File: config.mk
export PLATFORM = sky130hd
export DESIGN_NAME = dma4_engine
export DESIGN_NICKNAME = d
export VERILOG_FILES = /design/src/rtl/dma4_pkg.sv /design/src/rtl/dma4_chan.sv /design/src/rtl/dma4_arb.sv /design/src/rtl/dma4_xfer.sv /design/src/rtl/dma4_engine.sv
export SDC_FILE = /design/constraint.sdc
export NUM_CORES = 2
export LEC_CHECK = 0
export ABC_AREA = 1
export BUFFER_PORTS_ARGS = -buffer_cell sky130_fd_sc_hd__buf_2
export CAP_MARGIN = 20
export CORE_MARGIN = 3
export CORE_UTILIZATION = 45
export CTS_BUF_LIST = sky130_fd_sc_hd__clkbuf_4
export DETAILED_ROUTE_END_ITERATION = 8
export GPL_TIMING_DRIVEN = 0
export PLACE_DENSITY = 0.74
export SYNTH_ARGS = -nofsm -noshare
export SYNTH_HDL_FRONTEND = slang
export SYNTH_SLANG_ARGS = --single-unit
File: constraint.sdc
create_clock -name clk -period 3.8 [get_ports clk]
set_clock_uncertainty 0.2 [all_clocks]
set_input_delay 0.76 -clock clk [delete_from_list [all_inputs] [get_ports clk]]
set_output_delay 0.76 -clock clk [all_outputs]
set_load 0.1 [all_outputs]
File: src/rtl/dma4_pkg.sv
package dma4_pkg;
  localparam int DONE_BIT = 16;

  typedef enum logic [1:0] {SZ_BYTE = 2'b00, SZ_HALF = 2'b01, SZ_WORD = 2'b10, SZ_RSVD = 2'b11} xsize_e;
  typedef enum logic [1:0] {AM_FIX = 2'b00, AM_INC = 2'b01, AM_DEC = 2'b10, AM_HOLD = 2'b11} amode_e;

  // packed so that bit 0 is enable and bit 9 is the external-request select
  typedef struct packed {
    logic   extsel;
    logic   swtrig;
    logic   ie;
    amode_e dmode;
    amode_e smode;
    xsize_e size;
    logic   en;
  } chan_cfg_t;

  function automatic logic [2:0] size_bytes(input xsize_e s);
    case (s)
      SZ_BYTE: size_bytes = 3'd1;
      SZ_HALF: size_bytes = 3'd2;
      default: size_bytes = 3'd4;
    endcase
  endfunction

  function automatic logic [31:0] size_mask(input xsize_e s);
    case (s)
      SZ_BYTE: size_mask = 32'h0000_00FF;
      SZ_HALF: size_mask = 32'h0000_FFFF;
      default: size_mask = 32'hFFFF_FFFF;
    endcase
  endfunction

  function automatic logic [31:0] next_addr(input logic [31:0] a, input amode_e m, input xsize_e s);
    case (m)
      AM_INC:  next_addr = a + {29'd0, size_bytes(s)};
      AM_DEC:  next_addr = a - {29'd0, size_bytes(s)};
      default: next_addr = a;
    endcase
  endfunction
endpackage

File: src/rtl/dma4_chan.sv
module dma4_chan
  import dma4_pkg::*;
#(
  parameter int CNT_W  = 16,
  parameter bit EXT_OK = 1'b1
) (
  input  logic             clk,
  input  logic             rst_n,
  input  logic             wr_en,
  input  logic [1:0]       wr_slot,
  input  logic [31:0]      wdata,
  input  logic             int_req,
  input  logic             ext_req,
  input  logic             beat_done,
  output logic [31:0]      src_o,
  output logic [31:0]      dst_o,
  output chan_cfg_t        cfg_o,
  output logic [CNT_W-1:0] cnt_o,
  output logic             done_o,
  output logic             elig_o
);
  localparam logic [CNT_W-1:0] CNT_ONE = {{(CNT_W-1){1'b0}}, 1'b1};

  chan_cfg_t        cfg_q, cfg_d;
  logic [CNT_W-1:0] cnt_q, cnt_d;
  logic             done_q, done_d;
  logic [31:0]      src_q, src_d, dst_q, dst_d;
  logic             src_ce, dst_ce, src_wr, dst_wr;
  logic             sel_req;

  always_comb begin
    cfg_d  = cfg_q;
    cnt_d  = cnt_q;
    done_d = done_q;
    if (wr_en && wr_slot == 2'd2) begin
      cfg_d = chan_cfg_t'(wdata[9:0]);
      if (!EXT_OK) cfg_d.extsel = 1'b0;
      if (wdata[DONE_BIT]) done_d = 1'b0;
    end
    if (wr_en && wr_slot == 2'd3) cnt_d = wdata[CNT_W-1:0];
    if (beat_done) begin
      cnt_d = cnt_q - CNT_ONE;
      if (cnt_q == CNT_ONE) begin
        cfg_d.en = 1'b0;
        done_d   = 1'b1;
      end
    end
  end

  always_ff @(posedge clk or negedge rst_n) begin
    if (!rst_n) begin
      cfg_q  <= '0;
      cnt_q  <= '0;
      done_q <= 1'b0;
    end else begin
      cfg_q  <= cfg_d;
      cnt_q  <= cnt_d;
      done_q <= done_d;
    end
  end

  // pointers have no reset value; loaded by software, stepped per transfer
  assign src_wr = wr_en && (wr_slot == 2'd0);
  assign dst_wr = wr_en && (wr_slot == 2'd1);
  assign src_ce = src_wr || beat_done;
  assign dst_ce = dst_wr || beat_done;

  always_comb begin
    src_d = src_wr ? wdata : next_addr(src_q, cfg_q.smode, cfg_q.size);
    dst_d = dst_wr ? wdata : next_addr(dst_q, cfg_q.dmode, cfg_q.size);
  end

  always_ff @(posedge clk) begin
    if (src_ce) src_q <= src_d;
    if (dst_ce) dst_q <= dst_d;
  end

  assign sel_req = cfg_q.extsel ? ext_req : int_req;
  assign elig_o  = cfg_q.en && (cnt_q != '0) && (cfg_q.swtrig || sel_req);
  assign src_o   = src_q;
  assign dst_o   = dst_q;
  assign cfg_o   = cfg_q;
  assign cnt_o   = cnt_q;
  assign done_o  = done_q;
endmodule

File: src/rtl/dma4_arb.sv
module dma4_arb #(
  parameter int N = 4
) (
  input  logic [N-1:0] req,
  output logic [N-1:0] gnt
);
  always_comb begin
    gnt = '0;
    for (int i = N - 1; i >= 0; i--) begin
      if (req[i]) begin
        gnt    = '0;
        gnt[i] = 1'b1;
      end
    end
  end
endmodule

File: src/rtl/dma4_xfer.sv
module dma4_xfer
  import dma4_pkg::*;
#(
  parameter int N = 4
) (
  input  logic         clk,
  input  logic         rst_n,
  input  logic [N-1:0] gnt,
  input  logic [31:0]  src_sel,
  input  logic [31:0]  dst_sel,
  input  xsize_e       size_sel,
  input  logic         m_ready,
  input  logic [31:0]  m_rdata,
  output logic         m_valid,
  output logic         m_write,
  output logic [31:0]  m_addr,
  output logic [1:0]   m_size,
  output logic [31:0]  m_wdata,
  output logic [N-1:0] act_o,
  output logic [N-1:0] beat_o
);
  typedef enum logic [1:0] {ST_IDLE, ST_RD, ST_WR} st_e;

  st_e          st_q, st_d;
  logic [N-1:0] act_q, act_d;
  logic [31:0]  hold_q, hold_d;
  logic         hold_ce;

  always_comb begin
    st_d  = st_q;
    act_d = act_q;
    case (st_q)
      ST_IDLE: if (|gnt) begin
        st_d  = ST_RD;
        act_d = gnt;
      end
      ST_RD: if (m_ready) st_d = ST_WR;
      ST_WR: if (m_ready) begin
        st_d  = ST_IDLE;
        act_d = '0;
      end
      default: begin
        st_d  = ST_IDLE;
        act_d = '0;
      end
    endcase
  end

  always_ff @(posedge clk or negedge rst_n) begin
    if (!rst_n) begin
      st_q  <= ST_IDLE;
      act_q <= '0;
    end else begin
      st_q  <= st_d;
      act_q <= act_d;
    end
  end

  assign hold_ce = (st_q == ST_RD) && m_ready;
  assign hold_d  = m_rdata & size_mask(size_sel);

  always_ff @(posedge clk) begin
    if (hold_ce) hold_q <= hold_d;
  end

  assign m_valid = (st_q != ST_IDLE);
  assign m_write = (st_q == ST_WR);
  assign m_addr  = (st_q == ST_WR) ? dst_sel : src_sel;
  assign m_size  = size_sel;
  assign m_wdata = hold_q;
  assign act_o   = act_q;
  assign beat_o  = ((st_q == ST_WR) && m_ready) ? act_q : '0;
endmodule

File: src/rtl/dma4_engine.sv
module dma4_engine
  import dma4_pkg::*;
#(
  parameter int NCH   = 4,
  parameter int NEXT  = 2,
  parameter int CNT_W = 16
) (
  input  logic                   clk,
  input  logic                   rst_n,
  input  logic                   reg_wr,
  input  logic [$clog2(NCH)+1:0] reg_idx,
  input  logic [31:0]            reg_wdata,
  output logic [31:0]            reg_rdata,
  input  logic [NCH-1:0]         int_req,
  input  logic [NEXT-1:0]        ext_req,
  output logic                   m_valid,
  input  logic                   m_ready,
  output logic                   m_write,
  output logic [31:0]            m_addr,
  output logic [1:0]             m_size,
  output logic [31:0]            m_wdata,
  input  logic [31:0]            m_rdata,
  output logic [NCH-1:0]         irq
);
  localparam int CH_W = $clog2(NCH);

  logic [1:0]       rst_sync;
  logic             rst_i;
  logic [31:0]      src_a [NCH];
  logic [31:0]      dst_a [NCH];
  chan_cfg_t        cfg_a [NCH];
  logic [CNT_W-1:0] cnt_a [NCH];
  logic [NCH-1:0]   done_v, elig_v, gnt_w, act_w, beat_w;
  logic [31:0]      src_sel, dst_sel;
  logic [1:0]       size_or;
  logic [CH_W-1:0]  rd_ch;

  // asynchronous assertion, synchronous release
  always_ff @(posedge clk or negedge rst_n) begin
    if (!rst_n) rst_sync <= 2'b00;
    else        rst_sync <= {rst_sync[0], 1'b1};
  end
  assign rst_i = rst_sync[1];

  for (genvar g = 0; g < NCH; g++) begin : g_ch
    logic ext_g, wr_g;
    if (g < NEXT) begin : g_ext
      assign ext_g = ext_req[g];
    end else begin : g_noext
      assign ext_g = 1'b0;
    end
    assign wr_g = reg_wr && (reg_idx[CH_W+1:2] == CH_W'(g));

    dma4_chan #(.CNT_W(CNT_W), .EXT_OK(g < NEXT)) u_chan (
      .clk      (clk),
      .rst_n    (rst_i),
      .wr_en    (wr_g),
      .wr_slot  (reg_idx[1:0]),
      .wdata    (reg_wdata),
      .int_req  (int_req[g]),
      .ext_req  (ext_g),
      .beat_done(beat_w[g]),
      .src_o    (src_a[g]),
      .dst_o    (dst_a[g]),
      .cfg_o    (cfg_a[g]),
      .cnt_o    (cnt_a[g]),
      .done_o   (done_v[g]),
      .elig_o   (elig_v[g])
    );
    assign irq[g] = done_v[g] && cfg_a[g].ie;
  end

  dma4_arb #(.N(NCH)) u_arb (
    .req(elig_v),
    .gnt(gnt_w)
  );

  always_comb begin
    src_sel = '0;
    dst_sel = '0;
    size_or = '0;
    for (int i = 0; i < NCH; i++) begin
      if (act_w[i]) begin
        src_sel = src_sel | src_a[i];
        dst_sel = dst_sel | dst_a[i];
        size_or = size_or | cfg_a[i].size;
      end
    end
  end

  dma4_xfer #(.N(NCH)) u_xfer (
    .clk     (clk),
    .rst_n   (rst_i),
    .gnt     (gnt_w),
    .src_sel (src_sel),
    .dst_sel (dst_sel),
    .size_sel(xsize_e'(size_or)),
    .m_ready (m_ready),
    .m_rdata (m_rdata),
    .m_valid (m_valid),
    .m_write (m_write),
    .m_addr  (m_addr),
    .m_size  (m_size),
    .m_wdata (m_wdata),
    .act_o   (act_w),
    .beat_o  (beat_w)
  );

  assign rd_ch = reg_idx[CH_W+1:2];

  always_comb begin
    case (reg_idx[1:0])
      2'd0:    reg_rdata = src_a[rd_ch];
      2'd1:    reg_rdata = dst_a[rd_ch];
      2'd2:    reg_rdata = {{(31-DONE_BIT){1'b0}}, done_v[rd_ch], {(DONE_BIT-10){1'b0}}, cfg_a[rd_ch]};
      default: reg_rdata = 32'(cnt_a[rd_ch]);
    endcase
  end
endmodule

Yosys cells after proc, flatten, opt, wreduce, memory -nomap -nowiden
Index checks and enable logic that the tools add are counted.
{ "totals": {"regBits": 402, "latchBits": 0, "mem_bits_rw": 0, "mem_bits_ro": 0, "elab_cells": 313, "memories": 0} }
{ "op_classes": {"add_sub_neg": 20, "n_mul": 0, "n_div": 0, "magnitude_cmp": 2, "n_eq_ne": 36, "n_shift": 0, "n_mux": 115, "bitwise": 12, "reduce_logical": 82} }
{ "op_table": {"columns": ["operator", "count"], "rows": [
  ["32-bit 2-to-1 mux", 21],
  ["32-bit one-hot mux with 2 select lines", 9],
  ["32-bit by 3-bit adder with 32-bit output", 8],
  ["32-bit by 3-bit subtractor with 32-bit output", 8],
  ["32-bit bitwise OR", 6],
  ["16-bit 2-to-1 mux", 10],
  ["32-bit binary-select mux with 2-bit select", 2],
  ["32-bit one-hot mux with 3 select lines", 1],
  ["16-bit by 1-bit equality test with 1-bit output (second input constant)", 4],
  ["16-bit nonzero test", 4],
  ["16-bit by 1-bit subtractor with 16-bit output (second input constant)", 4],
  ["3-bit 2-to-1 mux", 16],
  ["1-bit logical AND", 34],
  ["32-bit bitwise AND", 1],
  ["16-bit binary-select mux with 2-bit select", 1],
  ["2-bit by 1-bit equality test with 1-bit output (second input constant)", 16],
  ["1-bit 2-to-1 mux", 31],
  ["4-bit 2-to-1 mux", 7],
  ["2-bit equality test (second input constant)", 13],
  ["3-bit one-hot mux with 2 select lines", 4],
  ["3-bit nonzero test", 8],
  ["10-bit binary-select mux with 2-bit select", 1],
  ["10-bit 2-to-1 mux", 2],
  ["2-bit logical NOT", 8],
  ["16 further kinds", 48]
]} }

Logic depth before layout (Yosys ltp)
{ "depth": {"ltp_word": 10, "ltp_mapped": 18, "mapped_depth_nobuf": 18} }

Hierarchy
Synthesis repeated with hierarchy kept, for this count alone.
{ "unflattened": {"cells_unflattened": 7185, "area_unflattened_um2": 42917.4} }
{ "modules_own_cells": {"columns": ["module", "instances", "cells_per_inst", "area_each_um2", "seq_area_each_um2"], "rows": [
  ["dma4_chan at g_ch[0].u_chan ...", 2, 1455, 9059.9, 2597.5],
  ["dma4_chan at g_ch[3].u_chan", 1, 1446, 8996.1, 2572.5],
  ["dma4_chan at g_ch[2].u_chan", 1, 1458, 8978.6, 2572.5],
  ["dma4_engine", 1, 1133, 4890.9, 50.0],
  ["dma4_xfer", 1, 229, 1894.3, 1111.1],
  ["dma4_arb", 1, 9, 37.5, 0.0]
]} }

Worst setup path after synthesis
Ideal clock, no wire load.
{ "synth_path": {"path_type": "input port to flip-flop", "start": "input m_ready", "end": "register g_ch[2].u_chan.src_q[0] (enable)", "t_arrival_ns": 3.598, "t_required_ns": 3.134, "setup_slack_ns": -0.464, "stages": 5, "path_buffers": 1, "path_cell_list": "nand2_1 -> nor2_1 -> inv_1 -> clkbuf_1 -> o21ai_0"} }
{ "synth_via": {"elab_chain_cells": 4} }
{ "synth_lines": {"columns": ["item", "line", "text"], "rows": [
  ["from (decl)", "dma4_engine.sv:17", "input logic m_ready,"],
  ["1-bit logical AND", "dma4_xfer.sv:72", "assign beat_o = ((st_q == ST_WR) && m_ready) ? act_q : '0;"],
  ["4-bit 2-to-1 mux", "dma4_xfer.sv:72", null],
  ["1-bit logical OR", "dma4_chan.sv:65", "assign src_ce = src_wr || beat_done;"],
  ["2-bit AND reduction (no source line)", null, null],
  ["to (signal assigned)", "dma4_chan.sv:74", "if (src_ce) src_q <= src_d;"],
  ["to (decl)", "dma4_chan.sv:27", "logic [31:0] src_q, src_d, dst_q, dst_d;"]
]} }
No other way between the ends.
A chain may end at the register's enable or synchronous reset.

Final worst setup path
{ "layout_path": {"start": "register g_ch[0].u_chan.dst_q[17]", "end": "output reg_rdata[17]"} }
{ "layout_via": {"elab_chain_cells": 4} }
{ "layout_lines": {"columns": ["item", "line", "text"], "rows": [
  ["from (decl)", "dma4_chan.sv:27", null],
  ["from (signal assigned)", "dma4_chan.sv:75", "if (dst_ce) dst_q <= dst_d;"],
  ["32-bit binary-select mux with 2-bit select", "dma4_engine.sv:114", "2'd1: reg_rdata = dst_a[rd_ch];"],
  ["32-bit 2-to-1 mux (implied by the code) (2 in a row)", "dma4_engine.sv:114", null],
  ["32-bit one-hot mux with 3 select lines", "dma4_engine.sv:112", "case (reg_idx[1:0])"],
  ["to (decl)", "dma4_engine.sv:13", "output logic [31:0] reg_rdata,"]
]} }
No other way between the ends. The select of a mux whose other input is x is not followed.

==> qor.json <==
{
  "width_of_the_die_um": 310,
  "place_congestion": 1.11,
  "area.sequential_um2": 11500,
  "multi_input_comb_area_um2": 25300,
  "mostFrequentLayoutCells": "sky130_fd_sc_hd__nand2_1, sky130_fd_sc_hd__inv_1, sky130_fd_sc_hd__nor2_1, sky130_fd_sc_hd__nand3_1, sky130_fd_sc_hd__o21ai_0",
  "drt-vias-per-instance": 5.67,
  "synthDominantAreaCellType": "sky130_fd_sc_hd__nand2_1",
  "postRouteWirelength_um": 214000,
  "initial_utilization": 0.457,
  "grt_antenna_before_repair": 9,
  "failed_checks": "setup timing",
  "syn_area_per_cell_um2": 6.15,
  "p_leak_nw": 25.3,
  "via_count": 47700,
  "path_class": "flip-flop to primary output",
  "grt_first_pass_wirelength_um": 297000,
  "share_of_cells_above_drive_strength_1": 0.0965,
  "synthesis.area_um2": 41500,
  "fin_ws_ns": -0.113,
  "area_growth_syn_to_layout_pct": 15.8,
  "timing_max_transition_violations_final": 0,
  "crit_path_max_fanout": 3,
  "grt_overflow": 0,
  "nets": 7476,
  "fillers": 9303,
  "synth_cells": 6748,
  "firstDrtPassIters": 8,
  "reg_clk_slew_reported_paths_ns": 0.07,
  "clockRootBuffer": "sky130_fd_sc_hd__clkbuf_4",
  "rsz_0062_raised_after_global_routing": "true",
  "switching_power_mw": 16.0,
  "worstPathArrival_ns": 2.95,
  "cp.required_ns": 2.84,
  "setup_viol_count_final": 23,
  "placedInstanceArea_um2": 44300,
  "layout.cells.most_common": "sky130_fd_sc_hd__nand2_1",
  "relSlewSlack": 0.193,
  "internal_power_of_the_cells_mw": 13.4,
  "clockBufferDepth": 3,
  "synthTopCellsByArea": "sky130_fd_sc_hd__nand2_1, sky130_fd_sc_hd__edfxtp_1, sky130_fd_sc_hd__inv_1, sky130_fd_sc_hd__ha_1, sky130_fd_sc_hd__dfrtp_1",
  "synth_register_bits": 402,
  "holdWs_ns": 0.0702,
  "worstSkewPairLatency_ns": 1.11,
  "post-route-period-util": 1.03,
  "detailedRoute.firstIterationViolations": 5811,
  "slew_at_the_pin_with_the_worst_max_slew_slack_ns": 1.21,
  "synth.net_count": 7099,
  "groute.usage.overall": 0.434,
  "end_kind": "primary output",
  "final_standard_cell_area_without_fillers_um2": 48000,
  "drc": 0,
  "clkPwrFrac": 0.154,
  "timing.fmax_mhz": 256,
  "io_buffers": 167,
  "result_of_the_run": "finished with violations",
  "cap_viol_max_count": 0,
  "final.min_clock_period_ns": 3.91,
  "grt_max_degree": 67,
  "cp-start-kind": "flip-flop",
  "comb_power_share": 0.622,
  "synth.distinct_cells": 53,
  "yosys_warnings": 0,
  "cts-buffers-inserted": 115,
  "die_height_um": 310,
  "cts_tree": "done",
  "design.core.area_um2": 90700,
  "fin_total_pwr_mw": 29.4,
  "synth_sequential_area_ratio": 0.277,
  "postRouteAntennaNets": 0,
  "cts-htree-levels": 3,
  "cts_sinks": 402,
  "fp.dieArea_um2": 95900,
  "ys_async_sr_fraction": 0.284,
  "io-pin-count": 182,
  "synth_top_area_share": 0.234,
  "hold_vio_cnt_final": 0,
  "share_seq_of_total_power": 0.223,
  "vdd.ir_drop.worst_mv": 1.42,
  "via_count_of_the_first_global_routing_pass": 42900,
  "fp-row-count": 110,
  "post_drt_wl_per_cell_um": 25.4,
  "placement.setup.worst_slack_ns": -1.05,
  "power_per_cell_area_nw_per_um2": 611,
  "place.detailed.hpwl_um": 170000,
  "hold_path_class": "input pin to flip-flop",
  "number_of_synthesized_flops_with_an_enable_pin": 288,
  "postSynth.topFlopCell": "sky130_fd_sc_hd__edfxtp_1",
  "net_sw_frac": 0.545
}
[per-layer routing]
| layer | vias to the layer above | global-route usage | routed length (um) |
|---|---|---|---|
| met5 | - | 0 | 13 |
| met4 | 2 | 0.267 | 15800 |
| met3 | 569 | 0.0981 | 23000 |
| met2 | 2638 | 0.648 | 88900 |
| met1 | 22100 | 0.571 | 86500 |
| li1 | 22400 | - | - |
[synth_stat cells (2+ instances only)]
library cell / n
sky130_fd_sc_hd__nand2_1: 2583
sky130_fd_sc_hd__inv_1: 1234
sky130_fd_sc_hd__nor2_1: 411
sky130_fd_sc_hd__nand3_1: 404
sky130_fd_sc_hd__o21ai_0: 353
sky130_fd_sc_hd__edfxtp_1: 288
sky130_fd_sc_hd__ha_1: 265
sky130_fd_sc_hd__a21oi_1: 214
sky130_fd_sc_hd__dfrtp_1: 114
sky130_fd_sc_hd__a22oi_1: 106
sky130_fd_sc_hd__xnor2_1: 106
sky130_fd_sc_hd__clkbuf_1: 92
sky130_fd_sc_hd__nand4_1: 88
sky130_fd_sc_hd__o22ai_1: 65
sky130_fd_sc_hd__nor3_1: 63
sky130_fd_sc_hd__buf_2: 51
sky130_fd_sc_hd__a221oi_1: 33
sky130_fd_sc_hd__and2_1: 28
sky130_fd_sc_hd__a22o_1: 24
sky130_fd_sc_hd__o221ai_1: 23
sky130_fd_sc_hd__xor2_1: 23
sky130_fd_sc_hd__or2_2: 21
sky130_fd_sc_hd__buf_1: 19
sky130_fd_sc_hd__inv_2: 18
sky130_fd_sc_hd__o211ai_1: 16
sky130_fd_sc_hd__o21bai_1: 14
sky130_fd_sc_hd__o2111ai_1: 13
sky130_fd_sc_hd__nor2_2: 12
sky130_fd_sc_hd__clkbuf_2: 11
sky130_fd_sc_hd__a21o_1: 9
sky130_fd_sc_hd__fa_1: 8
sky130_fd_sc_hd__or3b_1: 5
sky130_fd_sc_hd__nand2_2: 4
sky130_fd_sc_hd__nor2_4: 4
sky130_fd_sc_hd__a211oi_1: 3
sky130_fd_sc_hd__and3_1: 3
sky130_fd_sc_hd__a32oi_1: 2
sky130_fd_sc_hd__clkinv_1: 2
sky130_fd_sc_hd__nand3b_1: 2
[what timing repair did]
action                                  in CTS  in global routing
endpoints found under the setup margin      93                 60
pin swaps                                   14                 16
buffers inserted                            16                  9
resized for setup                          345                 66
hold buffers                                49                  0
cloned                                       0                  3
endpoints found under the hold margin       68                  0
[through the flow]
step / util / cells / TNS (ns)
floorplan: - / 6748 / -0.0946
global placement: 0.483 / 8091 / -611.00
detailed placement: 0.488 / 8107 / -33.75
CTS: 0.525 / 8388 / -0.0283
global route: 0.529 / 8405 / -0.0863
finish: 0.530 / 8421 / -0.806
[state kept, by name (all words and copies together) (netlist names)]
register and count:
g_ch.u_chan.src_o 128, u_xfer.act_o 4, g_ch.u_chan.dst_o 128, g_ch.u_chan.done_o 4
g_ch.u_chan.cfg_o 38, g_ch.u_chan.cnt_o 64, u_xfer.st_q 2, rst_sync 2
u_xfer.m_wdata 32
[critical path: stages (launching register included)]
cell                       delay, ns
sky130_fd_sc_hd__edfxtp_1       0.59
sky130_fd_sc_hd__a22oi_1        0.15
sky130_fd_sc_hd__a21oi_1        0.56
sky130_fd_sc_hd__or2_2          0.24
sky130_fd_sc_hd__buf_4          0.29
[cell type report]
class | instances | area share
multi-input combinational | 4920 | 0.526
sequential | 402 | 0.240
inverter | 1254 | 0.0984
timing repair buffer | 258 | 0.0478
tap | 1176 | 0.0306
clock buffer | 177 | 0.0277
buffer | 174 | 0.0243
clock inverter | 40 | 0.00477
antenna | 20 | 0.00104
[path summary, 6_finish.rpt]
check	start	slack, ns	depth (start not counted)	endpoint
worst max register to register	u_xfer.st_q[1]$_DFFE_PN0P_	0.02	9	g_ch[2].u_chan.dst_o[23]$_DFFE_PP_
min in group asynchronous	rst_sync[1]$_DFF_PN0_	0.16	0	g_ch[2].u_chan.cnt_o[13]$_DFFE_PN0P_
worst max-delay path	g_ch[0].u_chan.dst_o[17]$_DFFE_PP_	-0.11	4	reg_rdata[17]
max in group asynchronous	rst_sync[1]$_DFF_PN0_	2.29	1	u_xfer.act_o[2]$_DFFE_PN0P_
worst min-delay path	reg_wdata[19]	0.07	3	g_ch[0].u_chan.dst_o[19]$_DFFE_PP_
worst min register to register	rst_sync[1]$_DFF_PN0_	0.16	0	g_ch[2].u_chan.cnt_o[13]$_DFFE_PN0P_
[logic make-up (layout without fill, tap and decap cells)]
logic type,Yosys count,count (layout),share of synthesized area
and+or+nand+nor,3631,3634,0.354
adders and majority gates,273,273,0.0838
xor gates and xnor gates,129,129,0.0272
buffers and inverters,1429,1903,0.131
DFF,402,402,0.277
muxes,1,1,0.000271
other,1,21,0.0000904
AOI/OAI and AO/OA,882,882,0.126
[power by group through the flow]
stage	combinational (mW)	sequential, mW	clock (mW)
floorplan	11.3	6.83	0
global placement	16.0	6.56	0
detailed placement	16.3	6.55	0
CTS	17.5	6.49	4.54
global route	19.6	6.58	4.76
finish	18.3	6.56	4.53
(Power assumes the default switching activity.)
